**config.mk**
```make
export PLATFORM = sky130hd
export DESIGN_NAME = spi_cfg_slave
export DESIGN_NICKNAME = d
export VERILOG_FILES = /design/src/rtl/spi_cfg_pkg.sv /design/src/rtl/spi_frame_shifter.sv /design/src/rtl/spi_reg_bank.sv /design/src/rtl/spi_cfg_slave.sv
export SDC_FILE = /design/constraint.sdc
export NUM_CORES = 1
export LEC_CHECK = 0
export ABC_AREA = 1
export BUFFER_PORTS_ARGS = -buffer_cell sky130_fd_sc_hd__buf_2
export CORE_ASPECT_RATIO = 0.7
export CORE_MARGIN = 2
export CORE_UTILIZATION = 40
export DETAILED_ROUTE_END_ITERATION = 10
export PLACE_DENSITY = 0.59
export SLEW_MARGIN = 15
export SYNTH_ARGS = -nofsm -noshare
export SYNTH_HDL_FRONTEND = slang
export SYNTH_SLANG_ARGS = --single-unit
```
**constraint.sdc**
```tcl
create_clock -name clk -period 5 [get_ports clk]
set_input_delay 1.25 -clock clk [delete_from_list [all_inputs] [get_ports clk]]
set_output_delay 1.25 -clock clk [all_outputs]
set_load 0.01 [all_outputs]
```
**src/rtl/spi_cfg_pkg.sv**
```systemverilog
package spi_cfg_pkg;

    localparam int CMD_W     = 16;
    localparam int PAYLOAD_W = 10;
    localparam int ADDR_W    = 3;
    localparam int SEL_W     = ADDR_W + 1;
    localparam int PAD_W     = CMD_W - SEL_W - PAYLOAD_W;
    localparam int CFG_REGS  = 13;

    typedef struct packed {
        logic                 wd;
        logic                 par;
        logic                 bank;
        logic [ADDR_W-1:0]    addr;
        logic [PAYLOAD_W-1:0] payload;
    } cmd_t;

    function automatic logic [SEL_W-1:0] cmd_reg_index(cmd_t c);
        return {c.bank, c.addr};
    endfunction

    function automatic logic [SEL_W-1:0] cmd_rb_select(cmd_t c);
        return {c.bank, c.payload[ADDR_W-1:0]};
    endfunction

endpackage

```
**src/rtl/spi_frame_shifter.sv**
```systemverilog
module spi_frame_shifter #(
    parameter int WORD_W = 16
) (
    input  logic              clk,
    input  logic              rst,
    input  logic              csb_i,
    input  logic              sclk_i,
    input  logic              si_i,
    input  logic [WORD_W-1:0] load_word_i,
    output logic              so_o,
    output logic              so_oe_o,
    output logic              word_valid_o,
    output logic [WORD_W-1:0] word_o
);
    localparam int CNT_W = $clog2(WORD_W);
    localparam logic [CNT_W-1:0] CNT_LAST = CNT_W'(WORD_W - 1);

    logic              csb_q, sclk_q, active_q, full_q;
    logic [CNT_W-1:0]  cnt_q;
    logic [WORD_W-1:0] sr_q;
    logic              csb_fall, csb_rise, sclk_rise, sclk_fall, len_ok, par_ok;

    assign csb_fall  = csb_q & ~csb_i;
    assign csb_rise  = ~csb_q & csb_i;
    assign sclk_rise = active_q & ~csb_i & sclk_i & ~sclk_q;
    assign sclk_fall = active_q & ~csb_i & ~sclk_i & sclk_q;
    assign len_ok    = full_q && (cnt_q == '0);
    assign par_ok    = ~(^sr_q);
    assign so_oe_o   = active_q;

    always_ff @(posedge clk) begin
        if (rst) begin
            csb_q        <= 1'b1;
            sclk_q       <= 1'b0;
            active_q     <= 1'b0;
            full_q       <= 1'b0;
            cnt_q        <= '0;
            sr_q         <= '0;
            so_o         <= 1'b0;
            word_valid_o <= 1'b0;
            word_o       <= '0;
        end else begin
            csb_q        <= csb_i;
            sclk_q       <= sclk_i;
            word_valid_o <= 1'b0;
            if (csb_fall) begin
                active_q <= 1'b1;
                sr_q     <= load_word_i;
                so_o     <= load_word_i[WORD_W-1];
                cnt_q    <= '0;
                full_q   <= 1'b0;
            end else if (csb_rise) begin
                active_q     <= 1'b0;
                word_valid_o <= len_ok && par_ok;
                word_o       <= sr_q;
            end else begin
                if (sclk_rise) begin
                    sr_q  <= {sr_q[WORD_W-2:0], si_i};
                    cnt_q <= (cnt_q == CNT_LAST) ? '0 : cnt_q + 1'b1;
                    if (cnt_q == CNT_LAST) full_q <= 1'b1;
                end
                if (sclk_fall) so_o <= sr_q[WORD_W-1];
            end
        end
    end

    // enable is low whenever chip select was seen high
    p_oe_idle_r8: assert property (@(posedge clk) disable iff (rst)
        csb_q |-> !so_oe_o);
    // a commit pulse only follows a chip-select rising edge
    p_commit_on_rise_r2: assert property (@(posedge clk) disable iff (rst)
        word_valid_o |-> $past(csb_rise));
    // the commit is a single-cycle pulse
    p_commit_pulse_r2: assert property (@(posedge clk) disable iff (rst)
        word_valid_o |=> !word_valid_o);
    // SO moves only on a falling SCLK edge or a frame start
    p_so_quiet_r7: assert property (@(posedge clk) disable iff (rst)
        (!sclk_fall && !csb_fall) |=> $stable(so_o));

endmodule

```
**src/rtl/spi_reg_bank.sv**
```systemverilog
module spi_reg_bank
    import spi_cfg_pkg::*;
#(
    parameter int NUM_CFG = CFG_REGS
) (
    input  logic                         clk,
    input  logic                         rst,
    input  logic                         wr_valid_i,
    input  cmd_t                         cmd_i,
    input  logic [PAYLOAD_W-1:0]         fault_i,
    output logic [NUM_CFG*PAYLOAD_W-1:0] cfg_o,
    output logic                         wd_o,
    output logic [CMD_W-1:0]             rb_word_o
);
    logic [PAYLOAD_W-1:0] cfg_q [NUM_CFG];
    logic [PAYLOAD_W-1:0] status_q;
    logic [SEL_W-1:0]     sel_q;
    logic [PAYLOAD_W-1:0] rb_data;
    logic [SEL_W-1:0]     wr_idx;

    assign wr_idx = cmd_reg_index(cmd_i);

    always_ff @(posedge clk) begin
        if (rst) begin
            for (int k = 0; k < NUM_CFG; k++) cfg_q[k] <= '0;
            status_q <= '0;
            sel_q    <= '0;
            wd_o     <= 1'b0;
        end else if (wr_valid_i) begin
            for (int k = 0; k < NUM_CFG; k++)
                if (wr_idx == SEL_W'(k)) cfg_q[k] <= cmd_i.payload;
            status_q <= fault_i;
            sel_q    <= cmd_rb_select(cmd_i);
            wd_o     <= cmd_i.wd;
        end
    end

    for (genvar g = 0; g < NUM_CFG; g++) begin : g_pack
        assign cfg_o[g*PAYLOAD_W +: PAYLOAD_W] = cfg_q[g];
    end

    always_comb begin
        rb_data = '0;
        if (sel_q == '0) rb_data = status_q;
        for (int k = 1; k < NUM_CFG; k++)
            if (sel_q == SEL_W'(k)) rb_data = cfg_q[k];
    end

    assign rb_word_o = {{PAD_W{1'b0}}, sel_q, rb_data};

    // configuration changes only on a committed command
    p_cfg_quiet_r2: assert property (@(posedge clk) disable iff (rst)
        !wr_valid_i |=> $stable(cfg_o));
    // the readback selector holds between commands
    p_sel_hold_r6: assert property (@(posedge clk) disable iff (rst)
        !wr_valid_i |=> $stable(sel_q));
    // status snapshot taken from the fault input at commit
    p_status_snap_r9: assert property (@(posedge clk) disable iff (rst)
        wr_valid_i |=> status_q == $past(fault_i));
    // watchdog output holds between commands
    p_wd_hold_r10: assert property (@(posedge clk) disable iff (rst)
        !wr_valid_i |=> $stable(wd_o));

endmodule

```
**src/rtl/spi_cfg_slave.sv**
```systemverilog
module spi_cfg_slave
    import spi_cfg_pkg::*;
#(
    parameter int NUM_CFG = CFG_REGS
) (
    input  logic                         clk,
    input  logic                         rst,
    input  logic                         spi_csb,
    input  logic                         spi_sclk,
    input  logic                         spi_si,
    output logic                         spi_so,
    output logic                         spi_so_oe,
    input  logic [PAYLOAD_W-1:0]         fault_i,
    output logic [NUM_CFG*PAYLOAD_W-1:0] cfg_o,
    output logic                         wd_o
);
    logic [CMD_W-1:0] rb_word;
    logic [CMD_W-1:0] rx_word;
    logic             rx_valid;
    cmd_t             rx_cmd;

    assign rx_cmd = cmd_t'(rx_word);

    spi_frame_shifter #(.WORD_W(CMD_W)) u_shift (
        .clk          (clk),
        .rst          (rst),
        .csb_i        (spi_csb),
        .sclk_i       (spi_sclk),
        .si_i         (spi_si),
        .load_word_i  (rb_word),
        .so_o         (spi_so),
        .so_oe_o      (spi_so_oe),
        .word_valid_o (rx_valid),
        .word_o       (rx_word)
    );

    spi_reg_bank #(.NUM_CFG(NUM_CFG)) u_bank (
        .clk        (clk),
        .rst        (rst),
        .wr_valid_i (rx_valid),
        .cmd_i      (rx_cmd),
        .fault_i    (fault_i),
        .cfg_o      (cfg_o),
        .wd_o       (wd_o),
        .rb_word_o  (rb_word)
    );

    // every committed word carries even parity
    p_even_parity_r3: assert property (@(posedge clk) disable iff (rst)
        rx_valid |-> (^rx_word) == 1'b0);

endmodule

```
# Word-level counts from Yosys, hierarchy flattened
# Memories as Yosys holds them, arrays and structs flattened.
# Cells that the tools add are included.
[totals] memories=1 output_inout_bits=133 ff_bits=57 ramBits=130 inputBits=15
[mem_list] memory="u_bank.cfg_q" depth=13 word_bits=10 rd=13 rd_ports_with_merged_regs=0 wr=13 line="spi_reg_bank.sv:15" rtl="logic [PAYLOAD_W-1:0] cfg_q [NUM_CFG];"
[classes] reduce_logical=15 eq_ne=26 n_mux=86 bitwise=27 n_addsub=1
[op_table] op="two-way mux 10 bit" n=26
[op_table] op="two-way mux 1 bit" n=56
[op_table] op="== test 4 bit, second input constant" n=11
[op_table] op="two-way mux 14 bit" n=3
[op_table] op="== test 4 x 3 -> 1 bit, second input constant" n=8
[op_table] op="== test 4 x 2 -> 1 bit, second input constant" n=4
[op_table] op="parity 16 bit" n=1
[op_table] op="OR 1 bit" n=13
[op_table] op="zero test 4 bit" n=3
[op_table] op="== test 4 x 1 -> 1 bit, second input constant" n=2
[op_table] op="AND reduction 2 bit" n=4
[op_table] op="AND 1 bit" n=7
[op_table] op="inverter 1 bit" n=7
[op_table] op="adder 4 x 1 -> 4 bit, second input constant" n=1
[op_table] op="two-way mux 4 bit" n=1
[op_table] op="nonzero test 2 bit" n=2
[op_table] op="AND reduction 3 bit" n=1
[op_table] op="OR reduction 3 bit" n=1
[op_table] op="logical AND 1 bit" n=2
[op_table] op="inequality test 2 x 1 -> 1 bit, second input constant" n=1
[op_table] op="OR reduction 2 bit" n=1

# Depth between registers and ports, before layout
[logic_depth] word_depth=15 ltp_mapped=14 depth_no_buf=13

# By module
# From an unflattened synthesis, not the netlist that was laid out.
[unflattened] cells_unflattened=941 area_unflattened_um2=8374.3
[by_module_without_submodules] module="spi_reg_bank" cells_each=647 area_per_inst_um2=6332.3 n_inst=1
[by_module_without_submodules] module="spi_frame_shifter" cells_each=294 area_per_inst_um2=2042.0 n_inst=1

# Worst setup path after synthesis
# No wires, ideal clock.
[synth_timing] path_kind="input to register" from="in rst" to="mem u_bank.cfg_q[0][0], enable pin" path_stages=4 arrival_time_ps=2247 path_slack_ps=2366 t_required_ps=4613 setup_time_ps=387 path_cell_list="clkinv_1 -> clkbuf_1 -> clkbuf_1 -> o21ai_0"
[synth_rtl] item="start, declared" line="spi_cfg_slave.sv:7" rtl="input logic rst,"
[synth_rtl] item="end, declared" line="spi_reg_bank.sv:15"

==> impl_metrics.tcl <==
set metrics [dict create \
    worstSetupEndpointType "flop" \
    yosys_register_bits 186 \
    status "finished, final reports clean" \
    crit_arrival_ns 3.16 \
    dp.cells 1282 \
    synthDominantCellAreaShare 0.481 \
    h-tree-depth 4 \
    synth_top_area_cell "edfxtp_1" \
    swShare 0.231 \
    fin_nets 1050 \
    io_pins 148 \
    drt-vias-per-instance 5.14 \
    power.total_mw 3.33 \
    nFillCells 1924 \
    path_cells "inv_1, nor2_1, nand2_1, inv_1, nand3_1, nand2_1" \
    drc 0 \
    gp_congestion 0.877 \
    ys_top_cells_by_area "edfxtp_1, dfxtp_1, nor2_1" \
    cts_tree "yes" \
    antenna_found_initial 1 \
    syn_avg_cell_area_sq_um 9.23 \
    overflow 0 \
    post-cts-setup-buffer-count 0 \
    die_area_sq_um 21500 \
    clk_pin_slew_worst_paths_ns 0.07 \
    max_freq_mhz 325 \
    grt_max_degree 28 \
    p_int_mw 2.56 \
    setup_viol 0 \
    numCtsBuffers 17 \
    worstSetupStartpointType "flop" \
    dr.pass1.iters 6 \
    place.port_buffers 147 \
    diodes 0 \
    syn-cell-area_sq_um 8120 \
    first_global_vias 6187 \
    cts_num_sinks 186 \
    pwr-share-clk 0.408 \
    power_leakage_nw 4.07 \
    yosys_warnings 0 \
    rsz0062_at_grt "false" \
    crit_buf_inv 2 \
    area_growth_pct 19.9 \
    clockBufferDepth 2 \
    power_switching_mw 0.770 \
    syn_inst 880 \
    peakVddDrop_mv 0.209 \
    cpPeakStageDelay_ns 0.70 \
    hold_viol 0 \
    synth_seq_area_share 0.619 \
    instances_no_fill 1314 \
    cts_resized 0 \
    die_h_microns 123 \
    setup_slack_ns 1.92 \
    rows 43 \
    initial_utilization 0.409 \
    maxCapViolCount 0 \
    finish.instance_area_sq_um 9730 \
    crit_type "reg2reg" \
    core_area_sq_um 19900 \
    preCtsSetupSlack_ns 1.69 \
    power_density_nw_per_um2 342 \
    drive_above_1_share 0.196 \
    slowest_stage "dfxtp_1" \
    drtAntennaViolNets 0 \
    clock_latency_ns 0.44 \
    period_share 0.616 \
    power_frac_comb 0.068 \
    hold_path_class "reg2reg" \
    dieWidth_microns 174 \
    wirelength_microns 25500 \
    vias 6752 \
    ctsHoldBuffers 0 \
    cpLargestDelayFamily "simple AND/OR/NAND/NOR gates" \
    slew_violations 0 \
    critical_path_required_ns 5.08 \
    wl_per_cell_microns 19.4 \
    ys_types 32 \
    place_hpwl_microns 18500 \
    drt_iter0_markers 884 \
    tns_ns 0 \
    worstMarginPinSlew_ns 0.718 \
    cts_root_buffer "clkbuf_16" \
    critPathMaxFanout 19 \
    postPlaceCellArea_sq_um 9170 \
    max-slew-margin-rel 0.518 \
    clock_skew_ns 0.0101 \
    period_minus_slack_ns 3.08 \
    grt_pass1_wl_microns 37200 \
    synth_nets 899 \
    seqPwrFrac 0.524 \
    grt_usage 0.240 \
]
logic make-up after synthesis:
logic type                 after synthesis  synth area share
buffers and inverters                  130            0.0618
and+or+nand+nor                        428             0.223
AOI/OAI and AO/OA                      116            0.0726
adders and majority gates                4           0.00616
xor gates and xnor gates                16            0.0173
DFF                                    186             0.619
cell usage in the layout (no fill, tap or decap), types with 3 or more instances in the layout:
master     count
nand2_1      159
xnor2_1       12
buf_2        147
bufinv_16      3
nand4_1       18
a31oi_1        3
edfxtp_1     130
or2_1          6
nor3_1         7
nor2_2         5
ha_1           4
nand2_4        3
xor2_1         4
a21oi_1       45
clkinv_1       7
nand2_2        3
inv_1         93
o21ai_0       66
inv_2          8
buf_4         11
dfxtp_1       56
nor2_1       192
or2_0          3
nand3_1       26
clkbuf_16     17
clkbuf_1       5
synth_stat cells, drive strengths merged:
| cell type | count |
|---|---|
| edfxtp | 130 |
| nand2 | 165 |
| xnor2 | 12 |
| dfxtp | 56 |
| or2 | 9 |
| ha | 4 |
| o21ai | 66 |
| a31oi | 3 |
| nand3 | 27 |
| a21oi | 45 |
| clkinv | 3 |
| nand4 | 18 |
| buf | 3 |
| nor3 | 7 |
| xor2 | 4 |
| and3 | 1 |
| nor2 | 201 |
| inv | 101 |
| o31ai | 1 |
| clkbuf | 23 |
| a211oi | 1 |
final cells by class:
cell class	count	area, sq um	share of cell area
Tap cell	270	338	0.0347
Clock buffer	22	444	0.0456
Inverter	104	390	0.0401
Timing Repair Buffer	158	818	0.0841
Sequential cell	186	5020	0.516
Clock inverter	10	125	0.0129
Multi-Input combinational cell	564	2590	0.266
power groups by stage:
stage	clock network, mW	logic [mW]	registers [mW]
2_1_floorplan	0	0.108	1.78
3_3_place_gp	0	0.223	1.78
3_5_place_dp	0	0.226	1.78
4_1_cts	1.36	0.227	1.74
5_1_grt	1.42	0.248	1.75
6_report	1.36	0.227	1.74
metrics by stage:
stage          utilization  hold slack (ns)
4_1_cts              0.490            0.464
5_1_grt              0.490            0.511
3_5_place_dp         0.462            0.448
2_1_floorplan            -            0.427
3_3_place_gp         0.462            0.465
6_report             0.490            0.468
routing by layer:
layer / vias up / wire length (microns) / track usage
li1: 3167 / - / -
met1: 3254 / 12200 / 0.364
met2: 305 / 10600 / 0.347
met3: 26 / 2280 / 0.0606
met4: 0 / 316 / 0.0467
met5: - / 0 / 0
state kept, by name, summed over array words and instances (netlist names), 4 cells and up:
register and flops:
u_shift.cnt_q 4, u_bank.cfg_q 130, u_shift.sr_q 16, u_bank.status_q 10
u_shift.word_o 15, u_bank.sel_q 4
worst reg2reg max path, stage by stage, from the launching register on:
cell	delay, ns
dfxtp_1	0.70
inv_1	0.43
nor2_1	0.43
nand2_1	0.19
inv_1	0.14
nand3_1	0.34
nand2_1	0.50
worst paths after layout:
check / start / endpoint / slack (ns) / cells past startpoint
max reg2reg: u_shift.word_valid_o / u_bank.cfg_q[0][27] / 1.92 / 6
min: u_shift.full_q / u_shift.full_q / 0.47 / 2
min reg2reg: u_shift.full_q / u_shift.full_q / 0.47 / 2
max: u_shift.word_valid_o / u_bank.cfg_q[0][27] / 1.92 / 6
Note: power is estimated with default switching activity, not from simulation.
